## src/rtl/atr_pkg.sv

```systemverilog
package atr_pkg;

  typedef enum logic [3:0] {
    ST_TS   = 4'd0,
    ST_T0   = 4'd1,
    ST_TA   = 4'd2,
    ST_TB   = 4'd3,
    ST_TC   = 4'd4,
    ST_TD   = 4'd5,
    ST_HIST = 4'd6,
    ST_TCK  = 4'd7,
    ST_DONE = 4'd8
  } atr_state_e;

  // Next field after 'from', given chaining flags in td[7:4] and the
  // remaining historical byte count.
  function automatic atr_state_e after_field(input logic [7:0] td,
                                             input atr_state_e from,
                                             input logic [3:0] hist);
    logic [3:0] flags;
    atr_state_e nxt;
    flags = td[7:4];
    case (from)
      ST_TA:   flags[0]   = 1'b0;
      ST_TB:   flags[1:0] = 2'b00;
      ST_TC:   flags[2:0] = 3'b000;
      default: flags      = td[7:4];
    endcase
    if (flags[0])      nxt = ST_TA;
    else if (flags[1]) nxt = ST_TB;
    else if (flags[2]) nxt = ST_TC;
    else if (flags[3]) nxt = ST_TD;
    else if (hist == 4'd0) nxt = ST_TCK;
    else               nxt = ST_HIST;
    return nxt;
  endfunction

endpackage

```

## src/rtl/atr_field_fsm.sv

```systemverilog
module atr_field_fsm
  import atr_pkg::*;
(
  input  logic       clk,
  input  logic       rst_n,
  input  logic       restart_i,
  input  logic       take_i,
  input  logic [7:0] data_i,
  output atr_state_e state_o,
  output logic       counted_o,
  output logic       ta1_hit_o,
  output logic       tc2_hit_o,
  output logic       tck_hit_o
);

  atr_state_e state_q, state_d;
  logic [3:0] hist_q, hist_d;
  logic [7:0] td_q, td_d;

  assign state_o   = state_q;
  assign counted_o = take_i && (state_q != ST_DONE) &&
                     !((state_q == ST_TS) && (data_i == 8'h00));
  assign ta1_hit_o = take_i && (state_q == ST_TA) && (td_q[3:0] == 4'h0);
  assign tc2_hit_o = take_i && (state_q == ST_TC) && (td_q[3:0] == 4'h2);
  assign tck_hit_o = take_i && (state_q == ST_TCK);

  always_comb begin
    state_d = state_q;
    hist_d  = hist_q;
    td_d    = td_q;
    if (take_i) begin
      case (state_q)
        ST_TS: begin
          if (data_i != 8'h00) state_d = ST_T0;
        end
        ST_T0: begin
          hist_d  = data_i[3:0];
          td_d    = {data_i[7:4], 4'h0};
          state_d = after_field({data_i[7:4], 4'h0}, ST_TD, data_i[3:0]);
        end
        ST_TA, ST_TB, ST_TC: begin
          state_d = after_field(td_q, state_q, hist_q);
        end
        ST_TD: begin
          td_d    = data_i;
          state_d = after_field(data_i, ST_TD, hist_q);
        end
        ST_HIST: begin
          hist_d = hist_q - 4'd1;
          if (hist_q <= 4'd1) state_d = ST_TCK;
        end
        ST_TCK:  state_d = ST_DONE;
        default: state_d = state_q;
      endcase
    end
  end

  always_ff @(posedge clk or negedge rst_n) begin
    if (!rst_n) begin
      state_q <= ST_TS;
      hist_q  <= 4'd0;
      td_q    <= 8'h00;
    end else if (restart_i) begin
      state_q <= ST_TS;
      hist_q  <= 4'd0;
      td_q    <= 8'h00;
    end else begin
      state_q <= state_d;
      hist_q  <= hist_d;
      td_q    <= td_d;
    end
  end

  AST_TS_ZERO_DROP: assert property (@(posedge clk) disable iff (!rst_n)
    (take_i && !restart_i && state_q == ST_TS && data_i == 8'h00) |=> (state_q == ST_TS));
  AST_TCK_TO_DONE: assert property (@(posedge clk) disable iff (!rst_n)
    (tck_hit_o && !restart_i) |=> (state_q == ST_DONE));
  AST_DONE_HOLD: assert property (@(posedge clk) disable iff (!rst_n)
    (state_q == ST_DONE && !restart_i) |=> (state_q == ST_DONE));
  AST_RESTART_TS: assert property (@(posedge clk) disable iff (!rst_n)
    restart_i |=> (state_q == ST_TS));
  AST_HIST_NONZERO: assert property (@(posedge clk) disable iff (!rst_n)
    (state_q == ST_HIST) |-> (hist_q != 4'd0));

endmodule

```

## src/rtl/atr_param_regs.sv

```systemverilog
module atr_param_regs #(
  parameter logic [3:0] FI_RST = 4'd1,
  parameter logic [3:0] DI_RST = 4'd1,
  parameter logic [7:0] WI_RST = 8'd10
) (
  input  logic       clk,
  input  logic       rst_n,
  input  logic       restart_i,
  input  logic       ta1_hit_i,
  input  logic       tc2_hit_i,
  input  logic [7:0] data_i,
  output logic [3:0] fi_o,
  output logic [3:0] di_o,
  output logic [7:0] wi_o
);

  always_ff @(posedge clk or negedge rst_n) begin
    if (!rst_n) begin
      fi_o <= FI_RST;
      di_o <= DI_RST;
      wi_o <= WI_RST;
    end else if (restart_i) begin
      fi_o <= FI_RST;
      di_o <= DI_RST;
      wi_o <= WI_RST;
    end else begin
      if (ta1_hit_i) begin
        fi_o <= data_i[7:4];
        di_o <= data_i[3:0];
      end
      if (tc2_hit_i) wi_o <= data_i;
    end
  end

  AST_RESTART_DEFAULTS: assert property (@(posedge clk) disable iff (!rst_n)
    restart_i |=> (fi_o == FI_RST && di_o == DI_RST && wi_o == WI_RST));
  AST_WI_ONLY_TC2: assert property (@(posedge clk) disable iff (!rst_n)
    (!restart_i && !tc2_hit_i) |=> $stable(wi_o));
  AST_FIDI_ONLY_TA1: assert property (@(posedge clk) disable iff (!rst_n)
    (!restart_i && !ta1_hit_i) |=> ($stable(fi_o) && $stable(di_o)));

endmodule

```

## src/rtl/atr_byte_store.sv

```systemverilog
module atr_byte_store #(
  parameter int DEPTH = 64,
  parameter int CNT_W = 8,
  parameter int AW    = $clog2(DEPTH)
) (
  input  logic             clk,
  input  logic             rst_n,
  input  logic             restart_i,
  input  logic             counted_i,
  input  logic [7:0]       data_i,
  input  logic [AW-1:0]    rd_idx_i,
  output logic [7:0]       rd_data_o,
  output logic [CNT_W-1:0] cnt_o
);

  localparam logic [CNT_W-1:0] CNT_MAX = {CNT_W{1'b1}};
  localparam logic [CNT_W-1:0] CNT_CAP = CNT_W'(DEPTH);

  logic [7:0] mem_q [DEPTH];
  logic       room;

  assign room      = (cnt_o < CNT_CAP);
  assign rd_data_o = mem_q[rd_idx_i];

  always_ff @(posedge clk or negedge rst_n) begin
    if (!rst_n) begin
      cnt_o <= '0;
    end else if (restart_i) begin
      cnt_o <= '0;
    end else if (counted_i && cnt_o != CNT_MAX) begin
      cnt_o <= cnt_o + 1'b1;
    end
  end

  for (genvar g = 0; g < DEPTH; g++) begin : g_slot
    always_ff @(posedge clk or negedge rst_n) begin
      if (!rst_n) begin
        mem_q[g] <= 8'h00;
      end else if (restart_i) begin
        mem_q[g] <= 8'h00;
      end else if (counted_i && room && cnt_o[AW-1:0] == AW'(g)) begin
        mem_q[g] <= data_i;
      end
    end
  end

  AST_CNT_MONOTONIC: assert property (@(posedge clk) disable iff (!rst_n)
    !restart_i |=> (cnt_o >= $past(cnt_o)));
  AST_CNT_IDLE: assert property (@(posedge clk) disable iff (!rst_n)
    (!restart_i && !counted_i) |=> $stable(cnt_o));

endmodule

```

## src/rtl/atr_parser.sv

```systemverilog
module atr_parser
  import atr_pkg::*;
#(
  parameter int DEPTH = 64,
  parameter int CNT_W = 8,
  parameter int AW    = $clog2(DEPTH),
  parameter logic [3:0] FI_RST = 4'd1,
  parameter logic [3:0] DI_RST = 4'd1,
  parameter logic [7:0] WI_RST = 8'd10
) (
  input  logic             clk,
  input  logic             rst_n,
  input  logic             restart_i,
  input  logic             in_valid_i,
  output logic             in_ready_o,
  input  logic [7:0]       in_data_i,
  output logic [3:0]       fi_o,
  output logic [3:0]       di_o,
  output logic [7:0]       wi_o,
  output logic             done_o,
  output logic [CNT_W-1:0] byte_cnt_o,
  input  logic [AW-1:0]    rd_idx_i,
  output logic [7:0]       rd_data_o
);

  atr_state_e state;
  logic take, counted, ta1_hit, tc2_hit, tck_hit;

  assign in_ready_o = 1'b1;
  assign take       = in_valid_i && in_ready_o;

  atr_field_fsm u_fsm (
    .clk       (clk),
    .rst_n     (rst_n),
    .restart_i (restart_i),
    .take_i    (take),
    .data_i    (in_data_i),
    .state_o   (state),
    .counted_o (counted),
    .ta1_hit_o (ta1_hit),
    .tc2_hit_o (tc2_hit),
    .tck_hit_o (tck_hit)
  );

  atr_param_regs #(
    .FI_RST (FI_RST),
    .DI_RST (DI_RST),
    .WI_RST (WI_RST)
  ) u_params (
    .clk       (clk),
    .rst_n     (rst_n),
    .restart_i (restart_i),
    .ta1_hit_i (ta1_hit),
    .tc2_hit_i (tc2_hit),
    .data_i    (in_data_i),
    .fi_o      (fi_o),
    .di_o      (di_o),
    .wi_o      (wi_o)
  );

  atr_byte_store #(
    .DEPTH (DEPTH),
    .CNT_W (CNT_W),
    .AW    (AW)
  ) u_store (
    .clk       (clk),
    .rst_n     (rst_n),
    .restart_i (restart_i),
    .counted_i (counted),
    .data_i    (in_data_i),
    .rd_idx_i  (rd_idx_i),
    .rd_data_o (rd_data_o),
    .cnt_o     (byte_cnt_o)
  );

  always_ff @(posedge clk or negedge rst_n) begin
    if (!rst_n)         done_o <= 1'b0;
    else if (restart_i) done_o <= 1'b0;
    else                done_o <= tck_hit;
  end

  AST_DONE_SINGLE: assert property (@(posedge clk) disable iff (!rst_n)
    done_o |=> !done_o);
  AST_DONE_STATE: assert property (@(posedge clk) disable iff (!rst_n)
    done_o |-> (state == ST_DONE));
  AST_READY_HIGH: assert property (@(posedge clk) disable iff (!rst_n)
    in_ready_o);

endmodule

```

## config.mk

```make
export PLATFORM = sky130hd
export DESIGN_NAME = atr_parser
export DESIGN_NICKNAME = d
export VERILOG_FILES = /design/src/rtl/atr_pkg.sv /design/src/rtl/atr_field_fsm.sv /design/src/rtl/atr_param_regs.sv /design/src/rtl/atr_byte_store.sv /design/src/rtl/atr_parser.sv
export SDC_FILE = /design/constraint.sdc
export NUM_CORES = 1
export LEC_CHECK = 0
export BUFFER_PORTS_ARGS = -buffer_cell sky130_fd_sc_hd__buf_2
export CAP_MARGIN = 10
export CORE_MARGIN = 4
export CORE_UTILIZATION = 40
export DETAILED_ROUTE_END_ITERATION = 12
export GPL_TIMING_DRIVEN = 0
export PLACE_DENSITY = 0.63
export SYNTH_ARGS = -nofsm -noshare
export SYNTH_HDL_FRONTEND = slang
export SYNTH_SLANG_ARGS = --single-unit
export TNS_END_PERCENT = 1
```

## constraint.sdc

```tcl
create_clock -name clk -period 4 [get_ports clk]
set_input_delay 0.8 -clock clk [delete_from_list [all_inputs] [get_ports clk]]
set_output_delay 0.8 -clock clk [all_outputs]
set_load 0.02 [all_outputs]
```

* After elaboration in Yosys (flattened, before gate mapping)
Index checks and enable logic that the tools add are counted.
Storage, ports and cells: word-level logic and storage cells 490, memories kept 0, bits in latches 0, RAM bits 0, ROM bits 0, flip-flop bits (word level) 553
Operators by class: multipliers 0, bitwise operators 1, divide/modulo/power cells 0, mux-type cells 179, add/sub/neg operators 2, order comparisons 3, shift-type cells 0, eq/ne operators 75, reduce and logical (&&, ||, !) cells 158
Operators by type and width (number):
- 8-bit 2-to-1 mux | 136
- 6-bit equality test (second input constant) | 32
- 2-bit nonzero test | 68
- 4-bit 2-to-1 mux | 26
- 6-bit by 5-bit equality test with 1-bit output (second input constant) | 16
- 1-bit logical AND | 74
- 8-bit binary-select mux with 6-bit select | 1
- 6-bit by 4-bit equality test with 1-bit output (second input constant) | 8
- 6-bit by 3-bit equality test with 1-bit output (second input constant) | 4
- 4-bit case mux with 6 select lines | 1
- 4-bit by 3-bit equality test with 1-bit output (second input constant) | 4
- 4-bit zero test | 4
- 8-bit case mux with 2 select lines | 1
- 1-bit 2-to-1 mux | 13
- 4-bit by 2-bit equality test with 1-bit output (second input constant) | 3
- 6-bit by 2-bit equality test with 1-bit output (second input constant) | 2
- 8-bit by 1-bit adder with 8-bit output (second input constant) | 1
- 8-bit zero test | 1
- 8-bit by 7-bit less-than comparator with 1-bit output (second input constant) | 1
- 8-bit inequality test (second input constant) | 1
- 4-bit case mux with 2 select lines | 1
- 8-bit nonzero test | 1
- 7-bit greater-or-equal comparator (second input constant) | 1
- 6-bit inverter with 7-bit output | 1
- 15 further kinds | 17

* Longest topological paths before layout
Gate-level depths: netlist of the first run.
depth in word-level cells 11, mapped depth 10, depth with buffers taken out 7

* Hierarchy
A second synthesis of the first run with hierarchy kept.
Second synthesis, totals: cells, all modules 2555, area total of the unflattened synthesis 28115.7 sq um
Modules (own cells, without submodules):
- atr_byte_store | cells each 2378, instances 1, area each 26345.3 sq um, seq. area each 13012.5 sq um
- atr_field_fsm | cells each 121, instances 1, area each 1047.3 sq um, seq. area each 375.4 sq um
- atr_param_regs | cells each 52, instances 1, area each 673.1 sq um, seq. area each 405.4 sq um
- atr_parser | cells each 4, instances 1, area each 50.0 sq um, seq. area each 25.0 sq um

* Worst setup path after synthesis of the first run
No wires, ideal clock.
path type in2out, start point in rd_idx_i[1], end point out rd_data_o[4], data required time 3.200 ns, path buffers 5, cell stages on the path 8, arrival time 2.856 ns, slack 0.344 ns, cell sequence buf_4 -> buf_4 -> buf_2 -> buf_4 -> buf_4 -> mux4_2 -> o221ai_1 -> o41ai_1
On the way: longest elaborated chain between the ends 4
Ends and longest elaborated chain:
- start: declaration | RTL line atr_parser.sv:22 | input logic [AW-1:0] rd_idx_i,
- 6-bit inverter with 7-bit output (not written as such) | RTL line atr_byte_store.sv:23 | assign rd_data_o = mem_q[rd_idx_i];
- 8-bit binary-select mux with 6-bit select | RTL line atr_byte_store.sv:23
- 8-bit 2-to-1 mux (not written as such) (2 in series) | RTL line atr_byte_store.sv:23
- end: declaration | RTL line atr_parser.sv:23 | output logic [7:0] rd_data_o
Every way passes these cells. The select of a mux whose other input is x is not followed.

* Worst setup path after layout of the first run
start point in rd_idx_i[2], end point out rd_data_o[7]
Same word-level chain as after synthesis.

==> out/summary.txt, run 1 <==
Crit path required time: 3200 ps
grt ovf: 0
Int Power: 9.38 mW
antenna violations before repair: 2
Yosys reg bits: 552
clk_lat worst skew: 640 ps
met2 global-route usage: 40.9%
io pins: 52
unrepaired setup endpoints after global routing: true
CTS tree: done
Post-synth top flop: dfrtp_1
switch share: 26.1%
number of global-route vias before repair: 21100
compound-gate portion of the synthesized area: 7.55%
Mapped Cells: 2390
gr usage total: 27.0%
Adder-Cell Fraction of Synth Area: 0.272%
clock power share: 46.4%
Final WS setup: -58.4 ps
NetSw: 3.32 mW
top cell type's share of synthesized area: 49.8%
measured slew at the worst slew-check pin: 1350 ps
Max-Slew Margin vs Limit: 10.3%
sequential fraction of the synthesis area: 50.1%
area leader, netlist: dfrtp_1
post-synthesis mux area share: 26.5%
Post-Synth Simple-Gate Area: 12.0%
clock tree buffer depth: 3
fin crit share: 101%
fin cells: 3421
Clock Skew: 16.7 ps
number of port buffers: 46
drt drc: 0
kind of critical path: in -> out
final max-slew violation count: 0
MaxCap Viol Count: 0
Worst Setup End Kind: output pin
Setup crit start kind: primary input
Die Area: 73200 sq um
row count: 95
largest net degree at the start of global routing: 127
P_leak: 15.8 nW
logic gate share of total power: 9.3%
busiest grt layer: met2
share of cells above drive strength 1: 16.8%
maximum VDD drop: 0.383 mV
final WL: 101 mm
GRT met1 Usage: 38.5%
synth top area cells: dfrtp_1 (50%), mux2i_1 (16%), mux4_2 (9.7%), nor2_1 (4.3%), nand2_1 (2.6%)
Iteration-0 DRC Markers: 2730
Post-synth EDFFs: 0
Initial DRT Pass Iterations: 7
Chip Width: 270 um
Post-DP HPWL: 71.2 mm
GPL Wtd Cong: 1.00
initial core utilization: 40.7%
cell area after synthesis: 27600 sq um
H-tree depth: 2
number of library cell types mapped by synthesis: 74
worst slack, placed: -1460 ps
core box area: 67800 sq um
Max Fclk: 246 MHz
Pwr per Cell Area: 404 nW/um^2
Root Buffer: clkbuf_16
most common cell in the synthesized netlist: dfrtp_1
clock slew at reported path FFs: 60 ps
main combinational cell family by area after synthesis: multiplexers
WP data arrival: 3260 ps
Syn-to-layout area delta: 14.1%
share of power burned in registers: 44.4%
Final Hold Fails: 0
synth cell count leaders: dfrtp_1 (548), mux2i_1 (443), nor2_1 (318)
Avg Cell Area, Syn: 11.5 sq um
Period minus WS final: 4060 ps
nets@finish: 2523
Async SR Flop Fraction: 100%
antenna viol nets, final: 0
YS warnings: 0
Via Count: 21300
Num CTS Buffers: 58
die height: 270 um
xor and xnor area share after synthesis: 0.0318%
fill count: 6145
placed instance count: 3313
first-pass GRT wire length: 147 mm
Wirelength per Cell: 29.4 um
failing checks: negative setup slack
Setup Fix Bufs, Post-CTS: 0
post-synth net total: 2414
critical path fanouts, max: 10
detail-routed via count per cell: 6.22
status: finished, violations left
GR Util met3: 5.74%
clk sinks: 552
HP Class: in -> async
Final Setup Violations: 2
[placed cells by master (no fill, tap or decap), types with 5 or more instances in the layout]
cell       count
dfrtp_1      548
mux2i_1      439
nor2_1       318
nand2_1      191
clkbuf_1     160
nand3_1      124
mux4_2       119
o21ai_0      116
buf_2         69
clkbuf_16     61
o22ai_1       23
a21oi_1       20
o211ai_2      17
mux2_2        16
nor3_1        15
buf_6         13
o2111ai_1     13
or3_1         12
nor2b_1       12
inv_1         10
nand2b_1      10
o22a_1        10
o211ai_4      10
clkinv_2      10
o221ai_1       9
bufinv_16      9
buf_4          8
clkbuf_8       8
buf_8          7
nand3b_1       7
or2_2          7
o31ai_1        7
nand3_2        7
clkbuf_2       6
buf_1          6
a211oi_1       6
ha_1           6
or4_1          5
and2_0         5
[area by class of cell]
| class | count | area [sq um] | share of cell area [%] |
|---|---|---|---|
| Tap cell | 873 | 1090 | 3.47 |
| Buffer | 213 | 1100 | 3.49 |
| Sequential cell | 552 | 13800 | 43.9 |
| Multi-Input combinational cell | 1612 | 13000 | 41.3 |
| Timing Repair Buffer | 50 | 350 | 1.11 |
| Clock inverter | 24 | 360 | 1.15 |
| Inverter | 12 | 45.0 | 0.143 |
| Clock buffer | 84 | 1680 | 5.35 |
| Antenna cell | 1 | 2.50 | 0.00796 |
[sequential cells by signal (all words and copies together), names as in the netlist]
| name | count |
|---|---|
| u_params.di_o | 4 |
| done_o | 1 |
| u_fsm.td_q | 7 |
| u_fsm.state_o | 4 |
| u_store.cnt_o | 8 |
| u_params.fi_o | 4 |
| u_store.mem_q | 512 |
| u_fsm.hist_q | 4 |
| u_params.wi_o | 8 |
[logic make-up (layout without fill, tap and decap cells)]
family / Yosys count / in the layout
xor+xnor: 1 / 1
compound gates: 279 / 279
flops: 552 / 552
mux: 578 / 578
fa+ha+maj: 6 / 6
other cells: 1 / 2
simple gates: 747 / 747
buf+inv: 226 / 383
[power by group through the flow]
stage               logic [mW]  registers, mW  clock network (mW)
floorplan                0.579           5.74                   0
global placement          1.08           5.74                   0
detailed placement        1.11           5.74                   0
CTS                       1.15           5.64                5.90
global route              1.24           5.64                6.15
finish                    1.18           5.64                5.89
[metrics by stage]
stage	hold slack (ps)	setup TNS, ps	util [%]	instance area, sq um	power, mW
floorplan	463	0	-	27600	6.32
global placement	476	-4885630	42.6	28900	6.82
detailed placement	493	-8360	42.8	29000	6.85
CTS	304	0	46.4	31400	12.7
global route	354	-47.5	46.4	31400	13.0
finish	285	-87.1	46.4	31400	12.7
[worst paths after layout]
check / endpoint / startpoint / slack (ps) / cells after the start
max: rd_data_o[7] / rd_idx_i[2] / -60 / 9
min: u_store.mem_q[300]$_DFFE_PN0P_ / rst_n / 290 / 1
max reg2reg: u_store.mem_q[501]$_DFFE_PN0P_ / u_store.cnt_o[1]$_DFFE_PN0P_ / 910 / 9
min reg2reg: u_store.mem_q[139]$_DFFE_PN0P_ / u_store.mem_q[139]$_DFFE_PN0P_ / 510 / 2
max in group asynchronous: u_store.mem_q[197]$_DFFE_PN0P_ / rst_n / 1680 / 4
min in group clk: u_store.mem_q[139]$_DFFE_PN0P_ / u_store.mem_q[139]$_DFFE_PN0P_ / 510 / 2
[per-layer routing]
layer / wire length (um) / vias up
met2: 44700 / 1227
met4: 4150 / 0
met5: 0 / -
met3: 10000 / 211
li1: - / 8776
met1: 41600 / 11000
[repair_timing]
item                                    4_1_cts  5_1_grt
endpoints found under the setup margin        8        8
gates cloned                                  0        0
resized for setup                           101       12
hold buffers                                  0        0
pin swaps                                     1        2
[critical path: stages]
cell,delay [ps]
buf_2,170
buf_2,370
clkbuf_8,340
mux4_2,360
mux2i_4,230
o22ai_1,160
o31ai_1,320
o21ai_1,230
buf_2,250
(Power assumes the default switching activity.)
==> run 2, diff against run 1 <==
Settings changed: ABC_AREA from default to 1.
==> out/summary.txt, run 2 <==
status: finished, violations left
failing checks: negative setup slack
core box area: 68700 sq um (+1.4%)
Via Count: 27100 (+27%)
unrepaired setup endpoints after global routing: true
Num CTS Buffers: 66 (+14%)
largest net degree at the start of global routing: 119 (-6.3%)
synth top area cells: dfrtp_1 (49%), nand3_1 (18%), nand2_1 (10%), o21ai_1 (6.3%), o21ai_0 (3.4%)
Yosys reg bits: 552 (unchanged)
detail-routed via count per cell: 6.06 (-2.5%)
cell area after synthesis: 27800 sq um (+0.74%)
CTS tree: done
Chip Width: 271 um (+0.36%)
share of cells above drive strength 1: 11.6% (-5.1 points)
HP Class: in -> async
capturing point of the worst reg2reg path: u_store.mem_q[493]$_DFFE_PN0P_
worst reg2reg path startpoint: u_store.cnt_o[6]$_DFFE_PN0P_
drt drc: 0 (unchanged)
Wirelength per Cell: 27.6 um (-6.2%)
number of port buffers: 46 (unchanged)
synth cell count leaders: nand3_1 (992), nand2_1 (739), dfrtp_1 (548)
Setup crit start kind: primary input
Root Buffer: clkbuf_16
YS warnings: 0 (unchanged)
H-tree depth: 3 (+1)
GPL Wtd Cong: 1.05 (+4.6%)
critical path fanouts, max: 10 (unchanged)
grt ovf: 0 (unchanged)
Syn-to-layout area delta: 13.6%
nets@finish: 3507 (+39%)
post-synth net total: 3387 (+40%)
Worst Setup End Kind: output pin
share of power burned in registers: 41.7% (-2.7 points)
Crit path required time: 3200 ps (about the same)
kind of critical path: in -> out
most common cell in the synthesized netlist: nand3_1
WHS: 42.8 ps (-242 ps)
placed instance count: 4346 (+31%)
Die Area: 73700 sq um (+0.71%)
WP data arrival: 3230 ps (-30 ps)
Pwr per Cell Area: 436 nW/um^2 (+7.9%)
row count: 96 (+1.1%)
antenna violations before repair: 7 (+5)
number of global-route vias before repair: 25500 (+21%)
Avg Cell Area, Syn: 8.25 sq um (-28%)
sequential fraction of the synthesis area: 49.8% (-0.37 points)
Int Power: 9.68 mW (+3.1%)
Iteration-0 DRC Markers: 4109 (+51%)
clock power share: 43.9% (-2.5 points)
worst r2r path cells: 6 (-3)
initial core utilization: 40.4% (-0.27 points)
area leader, netlist: dfrtp_1
Critical Path End: rd_data_o[5]
most frequent cells in the layout: nand3_1 (992), nand2_1 (739), dfrtp_1 (548)
fin crit share: 101% (-0.77 points)
NetSw: 4.07 mW (+23%)
Initial DRT Pass Iterations: 6 (-1)
R2R Setup Slk: 1030 ps (+120 ps)
final max-slew violation count: 0 (unchanged)
final WL: 123 mm (+22%)
Max Fclk: 248 MHz (+0.77%)
Pwr Total: 13.7 mW (+8.3%)
biggest regs: u_store.mem_q (512), u_params.wi_o (8), u_store.cnt_o (8)
Final Hold Fails: 0 (unchanged)
maximum VDD drop: 0.324 mV (-15%)
clk sinks: 552 (unchanged)
gr usage total: 32.9% (+5.9 points)
Post-synth top flop: dfrtp_1
most common library cell in the layout ignoring fill and taps: nand3_1
fin cells: 4463 (+30%)
fill count: 6946 (+13%)
Mapped Cells: 3363 (+41%)
logic gate share of total power: 14.4% (+5.1 points)
Worst Setup SP: rd_idx_i[0]
P_leak: 13.5 nW (-15%)
clock tree buffer depth: 3 (unchanged)
top cell type's share of synthesized area: 49.4% (-0.36 points)
number of library cell types mapped by synthesis: 35 (-53%)
Final WS setup: -27.5 ps (+30.9 ps)
Post-synth EDFFs: 0 (unchanged)
die height: 271 um (+0.36%)
clock slew at reported path FFs: 60 ps (about the same)
Max-Slew Margin vs Limit: 15.1% (+4.8 points)
Post-DP HPWL: 89.5 mm (+26%)
Setup TNS Final: -58.7 ps (+28.4 ps)
Most flops, register: u_store.mem_q
Period minus WS final: 4030 ps (-30.9 ps)
Setup Fix Bufs, Post-CTS: 0 (unchanged)
clk_lat worst skew: 630 ps (about the same)
measured slew at the worst slew-check pin: 1270 ps (-72.2 ps)
Async SR Flop Fraction: 100% (unchanged)
Final Setup Violations: 4 (+2)
Clock Skew: 20.2 ps (+3.49 ps)
max reg flops: 512 (unchanged)
first-pass GRT wire length: 177 mm (+21%)
io pins: 52 (unchanged)
switch share: 29.6% (+3.5 points)
MaxCap Viol Count: 0 (unchanged)
antenna viol nets, final: 0 (unchanged)
worst slack, placed: -305 ps (+1160 ps)
[run 2: cell count changes after synthesis, moves of 48 or more]
cell and change:
o21ai_1 +352, nand2_1 +547, mux4_2 -119, mux2i_1 -443, nand3_4 +49, nor2_1 -234
buf_6 +48, nand3_1 +868, o21ai_0 +68
[run 2: cells by family after synthesis]
| logic type | share of synthesized area (%) |
|---|---|
| DFF | 49.8 |
| and+or+nand+nor | 32.6 |
| other | 0.0135 |
| xor gates and xnor gates | 0.221 |
| adders and majority gates | 0.270 |
| buffers and inverters | 6.92 |
| AOI/OAI and AO/OA | 10.2 |
| muxes | 0.0406 |
[run 2: worst min-delay path by stage]
| stage | from | to | slack, ps | depth (start not counted) |
|---|---|---|---|---|
| 3_3_place_gp | u_params.wi_o[1]$_DFFE_PN1P_ | u_params.wi_o[1]$_DFFE_PN1P_ | 460 | 2 |
| 2_1_floorplan | u_store.mem_q[12]$_DFFE_PN0P_ | u_store.mem_q[12]$_DFFE_PN0P_ | 480 | 2 |
| 5_1_grt | rst_n | u_store.mem_q[413]$_DFFE_PN0P_ | 60 | 1 |
| 4_1_cts | rst_n | u_store.mem_q[219]$_DFFE_PN0P_ | 30 | 1 |
| 3_5_place_dp | u_params.fi_o[0]$_DFFE_PN1P_ | u_params.fi_o[0]$_DFFE_PN1P_ | 460 | 2 |
| 6_report | rst_n | u_store.mem_q[219]$_DFFE_PN0P_ | 40 | 1 |
[run 2: what timing repair did]
action                                  CTS  global route
resized for setup                        37            46
hold buffers                              0             0
endpoints found under the setup margin    8             8
gates cloned                              0             0
[run 2: per-stage QoR]
| step | cell area [sq um] | utilization, % |
|---|---|---|
| after detailed placement | 29300 | 42.7 |
| after floorplan | 27800 | - |
| final | 31500 | 45.9 |
| after CTS | 31500 | 45.8 |
| after global placement | 29200 | 42.4 |
| after global routing | 31500 | 45.9 |
[run 2: cell type report]
cell class | instances | area (sq um) | area share [%]
inverter | 45 | 169 | 0.536
sequential | 552 | 13800 | 43.8
timing repair buffer | 52 | 393 | 1.25
antenna | 4 | 10.0 | 0.0317
multi-input combinational | 2454 | 12000 | 38.1
buffer | 312 | 1840 | 5.83
clock buffer | 95 | 1920 | 6.09
clock inverter | 18 | 205 | 0.651
tap | 931 | 1160 | 3.69
[run 2: power by group through the flow]
stage,logic [mW],clock network [mW],registers [mW]
6_report,1.98,6.04,5.73
5_1_grt,2.08,6.30,5.74
4_1_cts,1.93,6.07,5.73
3_5_place_dp,1.92,0,5.83
3_3_place_gp,1.89,0,5.84
2_1_floorplan,1.07,0,5.84
[run 2: routing by layer]
| layer | up-vias | share of wire (%) | track usage (%) |
|---|---|---|---|
| met3 | 364 | 11 | 8.26 |
| met1 | 13200 | 40 | 44.5 |
| met5 | - | 0.0065 | 0 |
| met4 | 2 | 6.9 | 19.2 |
| met2 | 1679 | 42 | 47.9 |
| li1 | 11800 | - | - |
[run 2: worst max-delay path, cell delays in order]
cell	delay [ps]
clkbuf_1	260
buf_2	350
buf_2	430
nand2_1	110
nand3_1	250
nand3_1	170
nand2_1	100
nand2_1	50
nand3_1	100
nand3_1	220
nand2_1	180
buf_2	180
